<file path="config.mk">
export PLATFORM = sky130hd
export DESIGN_NAME = sre_engine
export DESIGN_NICKNAME = d
export VERILOG_FILES = /design/src/rtl/sre_pkg.sv /design/src/rtl/sre_cause_plane.sv /design/src/rtl/sre_effect_plane.sv /design/src/rtl/sre_state_regs.sv /design/src/rtl/sre_engine.sv
export SDC_FILE = /design/constraint.sdc
export NUM_CORES = 1
export LEC_CHECK = 0
export BUFFER_PORTS_ARGS = -buffer_cell sky130_fd_sc_hd__buf_2
export CAP_MARGIN = 20
export CORE_AREA = 3 3 40 42
export CTS_CLUSTER_DIAMETER = 50
export DETAILED_ROUTE_END_ITERATION = 10
export DIE_AREA = 0 0 43 45
export PLACE_DENSITY = 0.42
export SETUP_SLACK_MARGIN = 0.05
export SYNTH_ARGS = -nofsm -noshare
export SYNTH_HDL_FRONTEND = slang
export SYNTH_SLANG_ARGS = --single-unit
</file>
<file path="constraint.sdc">
create_clock -name clk -period 2.8 [get_ports clk]
set_clock_uncertainty 0.2 [all_clocks]
set_input_delay 0.42 -clock clk [delete_from_list [all_inputs] [get_ports clk]]
set_output_delay 0.42 -clock clk [all_outputs]
set_load 0.02 [all_outputs]
</file>
<file path="src/rtl/sre_pkg.sv">
// sre_pkg: shared ternary codes and helpers for the sequent rule engine.
// Assumes entries are packed as 2-bit codes in flat parameter vectors.
package sre_pkg;

    localparam logic [1:0] SC_DC   = 2'b00;
    localparam logic [1:0] SC_ZERO = 2'b01;
    localparam logic [1:0] SC_ONE  = 2'b10;

    // True when a ternary entry accepts the given variable value.
    function automatic logic code_accepts(input logic [1:0] code, input logic val);
        case (code)
            SC_ZERO: code_accepts = ~val;
            SC_ONE:  code_accepts = val;
            default: code_accepts = 1'b1;
        endcase
    endfunction

    // True when two entries demand opposite values of the same variable.
    function automatic logic codes_orthogonal(input logic [1:0] a, input logic [1:0] b);
        codes_orthogonal = ((a == SC_ONE) && (b == SC_ZERO)) ||
                           ((a == SC_ZERO) && (b == SC_ONE));
    endfunction

endpackage

</file>
<file path="src/rtl/sre_cause_plane.sv">
// sre_cause_plane: AND plane. One match line per rule, high when every
// specified entry of the rule's cause row equals its variable.
// Assumes CAUSE_MAT holds N_RULES rows of N_VAR 2-bit codes, row 0 lowest.
module sre_cause_plane #(
    parameter int N_VAR   = 7,
    parameter int N_RULES = 6,
    parameter logic [N_RULES*N_VAR*2-1:0] CAUSE_MAT = '0
) (
    input  logic [N_VAR-1:0]   vars_i,
    output logic [N_RULES-1:0] match_o
);

    import sre_pkg::*;

    for (genvar r = 0; r < N_RULES; r++) begin : g_row
        logic [N_VAR-1:0] term_ok;
        for (genvar c = 0; c < N_VAR; c++) begin : g_col
            localparam logic [1:0] CODE = CAUSE_MAT[2*(r*N_VAR+c) +: 2];
            // Literal check of one cause entry against its variable.
            always_comb term_ok[c] = code_accepts(CODE, vars_i[c]);
        end
        // Product of all literals of the row.
        always_comb match_o[r] = &term_ok;
    end

endmodule

</file>
<file path="src/rtl/sre_effect_plane.sv">
// sre_effect_plane: OR plane. Collects, per stored bit, the set function
// (rows with 1) and the clear function (rows with 0) over matching rules.
// Assumes EFFECT_MAT holds N_RULES rows of N_ST 2-bit codes, row 0 lowest.
module sre_effect_plane #(
    parameter int N_ST    = 4,
    parameter int N_RULES = 6,
    parameter logic [N_RULES*N_ST*2-1:0] EFFECT_MAT = '0
) (
    input  logic [N_RULES-1:0] match_i,
    output logic [N_ST-1:0]    set_o,
    output logic [N_ST-1:0]    clr_o
);

    import sre_pkg::*;

    for (genvar c = 0; c < N_ST; c++) begin : g_col
        logic [N_RULES-1:0] on_hit;
        logic [N_RULES-1:0] off_hit;
        for (genvar r = 0; r < N_RULES; r++) begin : g_row
            localparam logic [1:0] CODE = EFFECT_MAT[2*(r*N_ST+c) +: 2];
            // Route the match line into the ON or OFF sum of this column.
            always_comb begin
                on_hit[r]  = match_i[r] && (CODE == SC_ONE);
                off_hit[r] = match_i[r] && (CODE == SC_ZERO);
            end
        end
        // Sum terms of the column.
        always_comb begin
            set_o[c] = |on_hit;
            clr_o[c] = |off_hit;
        end
    end

endmodule

</file>
<file path="src/rtl/sre_state_regs.sv">
// sre_state_regs: set/clear flip-flops for inner and output bits.
// Lone set -> 1, lone clear -> 0, none or both -> hold.
// Assumes synchronous active-low reset loading INIT_STATE.
module sre_state_regs #(
    parameter int N_ST = 4,
    parameter logic [N_ST-1:0] INIT_STATE = '0
) (
    input  logic            clk,
    input  logic            rst_n,
    input  logic [N_ST-1:0] set_i,
    input  logic [N_ST-1:0] clr_i,
    output logic [N_ST-1:0] state_o
);

    for (genvar j = 0; j < N_ST; j++) begin : g_bit
        // One set/clear cell with hold on no demand or opposing demands.
        always_ff @(posedge clk) begin
            if (!rst_n)
                state_o[j] <= INIT_STATE[j];
            else if (set_i[j] && !clr_i[j])
                state_o[j] <= 1'b1;
            else if (clr_i[j] && !set_i[j])
                state_o[j] <= 1'b0;
        end
    end

endmodule

</file>
<file path="src/rtl/sre_engine.sv">
// sre_engine: top of the ternary sequent rule engine. Wires the AND plane,
// OR plane and state flops, raises the runtime conflict flag and exposes a
// constant consistency verdict computed from the rule matrices.
// Assumes variable order inputs, inner, outputs; stored order inner, outputs.
module sre_engine #(
    parameter int N_IN    = 3,
    parameter int N_INNER = 2,
    parameter int N_OUT   = 2,
    parameter int N_RULES = 6,
    parameter logic [N_RULES*(N_IN+N_INNER+N_OUT)*2-1:0] CAUSE_MAT = {
        {sre_pkg::SC_ONE,  sre_pkg::SC_ONE,  sre_pkg::SC_DC,   sre_pkg::SC_DC,
         sre_pkg::SC_DC,   sre_pkg::SC_DC,   sre_pkg::SC_DC},
        {sre_pkg::SC_DC,   sre_pkg::SC_DC,   sre_pkg::SC_ONE,  sre_pkg::SC_ZERO,
         sre_pkg::SC_DC,   sre_pkg::SC_DC,   sre_pkg::SC_DC},
        {sre_pkg::SC_DC,   sre_pkg::SC_DC,   sre_pkg::SC_DC,   sre_pkg::SC_ONE,
         sre_pkg::SC_DC,   sre_pkg::SC_DC,   sre_pkg::SC_ZERO},
        {sre_pkg::SC_DC,   sre_pkg::SC_DC,   sre_pkg::SC_DC,   sre_pkg::SC_DC,
         sre_pkg::SC_ONE,  sre_pkg::SC_DC,   sre_pkg::SC_DC},
        {sre_pkg::SC_DC,   sre_pkg::SC_DC,   sre_pkg::SC_DC,   sre_pkg::SC_DC,
         sre_pkg::SC_DC,   sre_pkg::SC_ONE,  sre_pkg::SC_DC},
        {sre_pkg::SC_DC,   sre_pkg::SC_DC,   sre_pkg::SC_DC,   sre_pkg::SC_ZERO,
         sre_pkg::SC_DC,   sre_pkg::SC_DC,   sre_pkg::SC_ONE}
    },
    parameter logic [N_RULES*(N_INNER+N_OUT)*2-1:0] EFFECT_MAT = {
        {sre_pkg::SC_ZERO, sre_pkg::SC_ZERO, sre_pkg::SC_DC,   sre_pkg::SC_DC},
        {sre_pkg::SC_ONE,  sre_pkg::SC_DC,   sre_pkg::SC_ZERO, sre_pkg::SC_DC},
        {sre_pkg::SC_DC,   sre_pkg::SC_DC,   sre_pkg::SC_ONE,  sre_pkg::SC_ZERO},
        {sre_pkg::SC_DC,   sre_pkg::SC_ZERO, sre_pkg::SC_DC,   sre_pkg::SC_DC},
        {sre_pkg::SC_DC,   sre_pkg::SC_ONE,  sre_pkg::SC_DC,   sre_pkg::SC_DC},
        {sre_pkg::SC_DC,   sre_pkg::SC_DC,   sre_pkg::SC_DC,   sre_pkg::SC_ONE}
    },
    parameter logic [N_INNER+N_OUT-1:0] INIT_STATE = 4'b0100
) (
    input  logic               clk,
    input  logic               rst_n,
    input  logic [N_IN-1:0]    in_bits,
    output logic [N_INNER-1:0] inner_q,
    output logic [N_OUT-1:0]   out_q,
    output logic               conflict_o,
    output logic               consistent_o
);

    import sre_pkg::*;

    localparam int N_ST  = N_INNER + N_OUT;
    localparam int N_VAR = N_IN + N_ST;

    // Static check: rules with opposing effects must have exclusive causes.
    function automatic logic rules_consistent();
        for (int i = 0; i < N_RULES; i++) begin
            for (int j = i + 1; j < N_RULES; j++) begin
                logic eff_x;
                logic cau_x;
                eff_x = 1'b0;
                cau_x = 1'b0;
                for (int k = 0; k < N_ST; k++)
                    if (codes_orthogonal(EFFECT_MAT[2*(i*N_ST+k) +: 2],
                                         EFFECT_MAT[2*(j*N_ST+k) +: 2]))
                        eff_x = 1'b1;
                for (int k = 0; k < N_VAR; k++)
                    if (codes_orthogonal(CAUSE_MAT[2*(i*N_VAR+k) +: 2],
                                         CAUSE_MAT[2*(j*N_VAR+k) +: 2]))
                        cau_x = 1'b1;
                if (eff_x && !cau_x)
                    return 1'b0;
            end
        end
        return 1'b1;
    endfunction

    localparam logic RULES_OK = rules_consistent();

    logic [N_ST-1:0]    st_q;
    logic [N_VAR-1:0]   vars_w;
    logic [N_RULES-1:0] match_w;
    logic [N_ST-1:0]    set_v;
    logic [N_ST-1:0]    clr_v;

    // Assemble the variable vector: inputs low, then stored bits.
    always_comb vars_w = {st_q, in_bits};

    sre_cause_plane #(
        .N_VAR     (N_VAR),
        .N_RULES   (N_RULES),
        .CAUSE_MAT (CAUSE_MAT)
    ) and_plane_i (
        .vars_i  (vars_w),
        .match_o (match_w)
    );

    sre_effect_plane #(
        .N_ST       (N_ST),
        .N_RULES    (N_RULES),
        .EFFECT_MAT (EFFECT_MAT)
    ) or_plane_i (
        .match_i (match_w),
        .set_o   (set_v),
        .clr_o   (clr_v)
    );

    sre_state_regs #(
        .N_ST       (N_ST),
        .INIT_STATE (INIT_STATE)
    ) regs_i (
        .clk     (clk),
        .rst_n   (rst_n),
        .set_i   (set_v),
        .clr_i   (clr_v),
        .state_o (st_q)
    );

    // Drive the output ports and the two flags.
    always_comb begin
        inner_q      = st_q[N_INNER-1:0];
        out_q        = st_q[N_ST-1:N_INNER];
        conflict_o   = |(set_v & clr_v);
        consistent_o = RULES_OK;
    end

endmodule

</file>
==> flow_metrics.env, run 1 <==
export IMPL_setup_ws_ns=0.7001
export IMPL_setup_worst_path_end_class="primary output"
export IMPL_ff2ff_setup_slack_ns=1.39
export IMPL_ctsHoldBuffers=0
export IMPL_die_area_um2=1935
export IMPL_ios=11
export IMPL_routedWlPerCell_um=8.464
export IMPL_rsz0062_at_grt="false"
export IMPL_core_um2=1285
export IMPL_dpl_hpwl_um=411
export IMPL_grt_pass1_wl_um=752
export IMPL_period_minus_slack_ns=2.100
export IMPL_drive_gt1_share_pct=34.15
export IMPL_top_register="regs_i.state_o"
export IMPL_fp_row_count=13
export IMPL_final_setup_tns_ns=0
export IMPL_final_hold_viol_count=0
export IMPL_netlist_area_um2=290.3
export IMPL_cp_start_kind="input pin"
export IMPL_ir_worst_vdd_v=0.0001401
export IMPL_slew_violations=0
export IMPL_status="finished, final reports clean"
export IMPL_synthArstFlopShare_pct=0
export IMPL_synth_top_area_share_pct=27.59
export IMPL_yosysWarnings=0
export IMPL_area_growth_synth_to_final_pct=27.16
export IMPL_firstDrtPassIters=3
export IMPL_crit_family="adder cells"
export IMPL_met3_usage_pct=1.195
export IMPL_crit_slowest_cell="ha_1"
export IMPL_max_cap_viol_count=0
export IMPL_hold_end="regs_i.state_o[2]"
export IMPL_via_per_inst=3.875
export IMPL_met1_usage_pct=5.556
export IMPL_crit_path_cell_trace="buf_2, inv_1, ha_1, ha_1, a211oi_1, o21ai_0, buf_2"
export IMPL_grt_pass1_vias=215
export IMPL_regToRegEndpoint="regs_i.state_o[1]"
export IMPL_grt_remaining_overflow=0
export IMPL_postCtsSetupBuffers=0
export IMPL_syn_nets=41
export IMPL_cts_buffers=3
export IMPL_p_leak_nw=0.1973
export IMPL_min_from="rst_n"
export IMPL_yosysMostFrequentCell="ha_1"
export IMPL_ys_flop_type="dfxtp_1"
export IMPL_worstRegToRegCells=4
export IMPL_multi_input_area_um2=183.9
export IMPL_grt_max_degree=6
export IMPL_fmax_mhz=476.2
export IMPL_synthTopCellsByCount="ha_1 (6), inv_1 (5), dfxtp_1 (4), nor2b_1 (4), mux2i_1 (3)"
export IMPL_yosys_area_top_type="dfxtp_1"
export IMPL_clk_pin_slew_worst_paths_ns=0.04
export IMPL_drt_wl_total_um=474
export IMPL_drt_iter0_markers=6
export IMPL_fp_dieH_um=45
export IMPL_place_congestion=0.6488
export IMPL_die_x_um=43
export IMPL_top_regs="regs_i.state_o: 4 flops"
export IMPL_cts_sinks=4
export IMPL_synth_area_leaders="dfxtp_1 (28%), ha_1 (26%), mux2i_1 (10%)"
export IMPL_p_per_area_nw_per_um2=428.6
export IMPL_regToRegStartpoint="regs_i.state_o[0]"
export IMPL_syn_avg_cell_area_um2=9.676
export IMPL_antenna_cells=0
export IMPL_vias=217
export IMPL_seq_area_um2=80.08
export IMPL_htree_levels=1
export IMPL_hp_class="in2reg"
export IMPL_pre_cts_slack_ns=0.6679
export IMPL_largest_reg_flops=4
export IMPL_arrival_ns=1.48
export IMPL_finalCritPeriodShare_pct=75.00
export IMPL_cp_required_ns=2.18
export IMPL_antenna_found_initial=0
export IMPL_setup_viol=0
export IMPL_met2_usage_pct=8.383
export IMPL_slowest_delay_ns=0.22
export IMPL_cts_root_buf="clkbuf_4"
export IMPL_nFillCells=138
export IMPL_crit_type="in2out"
export IMPL_crit_cells=7
export IMPL_grt_busiest_layer="met4"
export IMPL_cts_buffer_depth=2
export IMPL_nets=54
export IMPL_min_path_cells=2
export IMPL_synth_edff_count=0
export IMPL_drc_errors=0
export IMPL_seq_area_frac_synth_pct=27.59
export IMPL_track_usage_pct=5.750
export IMPL_initial_utilization_pct=22.59
export IMPL_yosys_cell_types_count=13
export IMPL_clkLatencyLatePin_ns=0.23
export IMPL_cp_max_fo=3
export IMPL_cts_tree="built"
export IMPL_ctsResizeCount=0
export IMPL_path_buf_inv=3
export IMPL_synth_seq_cells=4
export IMPL_port_buffers=9
export IMPL_syn_inst=30
export IMPL_ant_nets=0
cells by family after synthesis:
group	after synthesis	share of synthesized area, %
flip-flops	4	27.59
other	1	1.292
AND/OR/NAND/NOR	5	11.21
multiplexers	3	10.35
AO/OA/AOI/OAI	5	14.65
buffers and inverters	6	9.053
adder cells (fa/ha/maj)	6	25.86
worst max path at each step:
| stage | slack, ns | endpoint | from |
|---|---|---|---|
| detailed placement | 0.67 | conflict_o | in_bits[0] |
| global route | 0.58 | conflict_o | in_bits[0] |
| CTS | 0.66 | conflict_o | regs_i.state_o[0] |
| global placement | 0.70 | conflict_o | in_bits[0] |
| floorplan | 0.90 | conflict_o | in_bits[0] |
| finish | 0.70 | conflict_o | in_bits[0] |
routing by layer:
metal | part of all wire, % | wire length, µm
met2 | 56 | 267
met4 | 0 | 0
met1 | 41 | 194
met3 | 2.5 | 12
met5 | 0 | 0
power by group:
| part | internal, mW | switching (mW) | total, mW | leakage [nW] |
|---|---|---|---|---|
| Combinational | 0.0120 | 0.0155 | 0.0274 | 0.151 |
| Sequential | 0.0597 | 0.00229 | 0.0620 | 0.0326 |
| Clock | 0.0478 | 0.0210 | 0.0687 | 0.0138 |
stage by stage:
stage / hold WS, ns / util [%] / total power [mW] / cells / cell area (µm²)
3_3_place_gp: 0.3056 / 26.97 / 0.08970 / 53 / 346.6
4_1_cts: 0.1858 / 28.72 / 0.1638 / 56 / 369.1
3_5_place_dp: 0.3219 / 26.97 / 0.09074 / 53 / 346.6
6_report: 0.1937 / 28.72 / 0.1582 / 56 / 369.1
2_1_floorplan: 0.2860 / - / 0.08168 / 30 / 290.3
5_1_grt: 0.1966 / 28.72 / 0.1657 / 56 / 369.1
cell type report:
cell class	count	share of cell area [%]
sequential	4	21.69
inverter	5	5.085
multi-input combinational	20	49.83
clock buffer	3	6.102
tap	15	5.085
timing repair buffer	9	12.20
cells in the final DEF (no fill, tap or decap):
cell type,instances
buf_2,9
ha_1,6
inv_1,5
nor2b_1,4
dfxtp_1,4
mux2i_1,3
clkbuf_4,3
and2_2,1
a21oi_1,1
a211oi_1,1
o21ai_0,1
o21ba_1,1
o221ai_2,1
conb_1,1
Power figures use the tool's default switching activity.
==> run 2, diff against run 1 <==
PLACE_DENSITY = 0.43   (was 0.42)
clock period = 1.9 ns   (was 2.8 ns; I/O delays follow)
==> run 2 against run 1 <==
Against the previous run:
- wire length up 5.9%
- core utilization grew 3.7 points
- via count is 6.5% higher
- non-clock buffer count up 2
- sequential share of layout area is 1.6 points lower
- worst hold slack worse by 0.13 ns
- worst setup slack got worse by 0.61 ns
- critical path type is now reg2out
- critical endpoint unchanged
- largest power group unchanged
==> flow_metrics.env, run 2 (same netlist as run 1, synthesis figures left out) <==
export IMPL_status="finished, final reports clean"
export IMPL_p_int_mw=0.1798
export IMPL_ios=11
export IMPL_core_um2=1285
export IMPL_cts_buffer_depth=2
export IMPL_cp_required_ns=1.41
export IMPL_cp_max_fo=5
export IMPL_min_from="rst_n"
export IMPL_drc_errors=0
export IMPL_period_minus_slack_ns=1.815
export IMPL_clkLatencyLatePin_ns=0.23
export IMPL_largest_reg_flops=4
export IMPL_cp_common_cell="ha_2"
export IMPL_placed_cells=53
export IMPL_slew_violations=0
export IMPL_track_usage_pct=5.667
export IMPL_ctsHoldBuffers=0
export IMPL_slowest_delay_ns=0.33
export IMPL_grt_remaining_overflow=0
export IMPL_regToRegStartpoint="regs_i.state_o[1]"
export IMPL_whs_ns=0.06109
export IMPL_min_path_cells=2
export IMPL_hp_class="in2reg"
export IMPL_seq_area_um2=83.83
export IMPL_dpl_hpwl_um=409.4
export IMPL_pwr_share_clk_pct=42.0
export IMPL_initial_utilization_pct=22.59
export IMPL_pre_cts_slack_ns=0.02151
export IMPL_final_cells=58
export IMPL_ant_nets=0
export IMPL_setup_viol=0
export IMPL_port_buffers=9
export IMPL_place_congestion=0.6563
export IMPL_area_growth_synth_to_final_pct=43.53
export IMPL_final_common_cell="buf_2"
export IMPL_cts_sinks=4
export IMPL_nets=56
export IMPL_fp_dieH_um=45
export IMPL_max_cap_viol_count=0
export IMPL_ir_worst_vdd_v=0.0002446
export IMPL_final_setup_tns_ns=0
export IMPL_crit_slowest_cell="dfxtp_2"
export IMPL_fin_area_um2=416.7
export IMPL_antenna_found_initial=0
export IMPL_cts_tree="built"
export IMPL_vias=231
export IMPL_top_regs="regs_i.state_o: 4 flops"
export IMPL_die_x_um=43
export IMPL_firstDrtPassIters=1
export IMPL_rsz0062_at_grt="true"
export IMPL_p_sw_mw=0.05704
export IMPL_fmax_mhz=551.1
export IMPL_dpl_instance_area_um2=346.6
export IMPL_grt_pass1_wl_um=738
export IMPL_routedWlPerCell_um=8.655
export IMPL_clk_pin_slew_worst_paths_ns=0.03
export IMPL_regToRegEndpoint="regs_i.state_o[1]"
export IMPL_drt_wl_total_um=502
export IMPL_top_register="regs_i.state_o"
export IMPL_ff2ff_setup_slack_ns=0.48
export IMPL_final_hold_viol_count=0
export IMPL_power_frac_comb_pct=18.8
export IMPL_setup_worst_path_end_class="primary output"
export IMPL_htree_levels=1
export IMPL_cts_root_buf="clkbuf_4"
export IMPL_crit_type="reg2out"
export IMPL_finalCritPeriodShare_pct=95.51
export IMPL_worstRegToRegCells=4
export IMPL_fp_row_count=13
export IMPL_seqPwrFrac_pct=39.2
export IMPL_multi_input_area_um2=210.2
export IMPL_grt_pass1_vias=217
export IMPL_crit_path_cell_trace="ha_2, ha_2, a211oi_2, o21ai_1, buf_4"
export IMPL_p_sw_share_pct=24.09
export IMPL_hold_end="regs_i.state_o[2]"
export IMPL_antenna_cells=0
export IMPL_grt_max_degree=6
export IMPL_p_per_area_nw_per_um2=568.4
export IMPL_final_cell_mix="buf_2 (8), inv_1 (5)"
export IMPL_die_area_um2=1935
export IMPL_p_leak_nw=0.2025
export IMPL_drive_gt1_share_pct=55.81
export IMPL_setup_ws_ns=0.08530
export IMPL_drt_iter0_markers=0
export IMPL_arrival_ns=1.33
export IMPL_via_per_inst=3.983
export IMPL_cts_buffers=3
export IMPL_nFillCells=143
export IMPL_cp_start_kind="register"
-- run 2: changes by cell type in the layout (fill, tap and decap cells not counted), sizes merged --
cell	change
buf	+2
-- run 2: layout make-up --
class / instances / share of cell area, %
Clock buffer: 3 / 5.405
Inverter: 5 / 4.505
Multi-Input combinational cell: 20 / 50.45
Sequential cell: 4 / 20.12
Tap cell: 15 / 4.505
Timing Repair Buffer: 11 / 15.02
-- run 2: metal layers --
layer,routed length [µm],GRT usage [%],part of all wire (%)
met1,197,4.589,39
met3,10,1.195,2.0
met2,294,9.281,59
met4,0,9.036,0
met5,0,0,0
-- run 2: through the flow --
step | util, % | power, mW
after floorplan | - | 0.1204
after global placement | 26.97 | 0.1320
after detailed placement | 26.97 | 0.1331
after CTS | 32.42 | 0.2444
after global routing | 32.42 | 0.2494
final | 32.42 | 0.2368
-- run 2: how the worst max path moves through the flow --
| stage | start | to | slack, ns |
|---|---|---|---|
| global placement | in_bits[0] | conflict_o | 0.06 |
| floorplan | regs_i.state_o[0] | conflict_o | 0.16 |
| CTS | regs_i.state_o[0] | conflict_o | 0.06 |
| detailed placement | in_bits[0] | conflict_o | 0.02 |
| finish | regs_i.state_o[0] | conflict_o | 0.09 |
| global route | regs_i.state_o[0] | conflict_o | 0.04 |
-- run 2: power by group through the flow --
| stage | combinational, mW | clock, mW | sequential [mW] |
|---|---|---|---|
| finish | 0.0445 | 0.0996 | 0.0928 |
| global route | 0.0489 | 0.107 | 0.0931 |
| CTS | 0.0451 | 0.107 | 0.0927 |
| detailed placement | 0.0404 | 0 | 0.0927 |
| global placement | 0.0396 | 0 | 0.0924 |
| floorplan | 0.0238 | 0 | 0.0965 |
-- run 2: repair_timing --
action,4_1_cts,5_1_grt
pin swaps,2,0
setup endpoints to repair,1,1
setup buffers,2,0
gates cloned,0,0
resized for setup,12,0
-- run 2: critical path: cells and delay by family (launching register included) --
family | cells | cell delay [ns]
AO/OA/AOI/OAI | 2 | 0.24
adder cells (fa/ha/maj) | 2 | 0.37
buffers and inverters | 1 | 0.16
flip-flops | 1 | 0.33
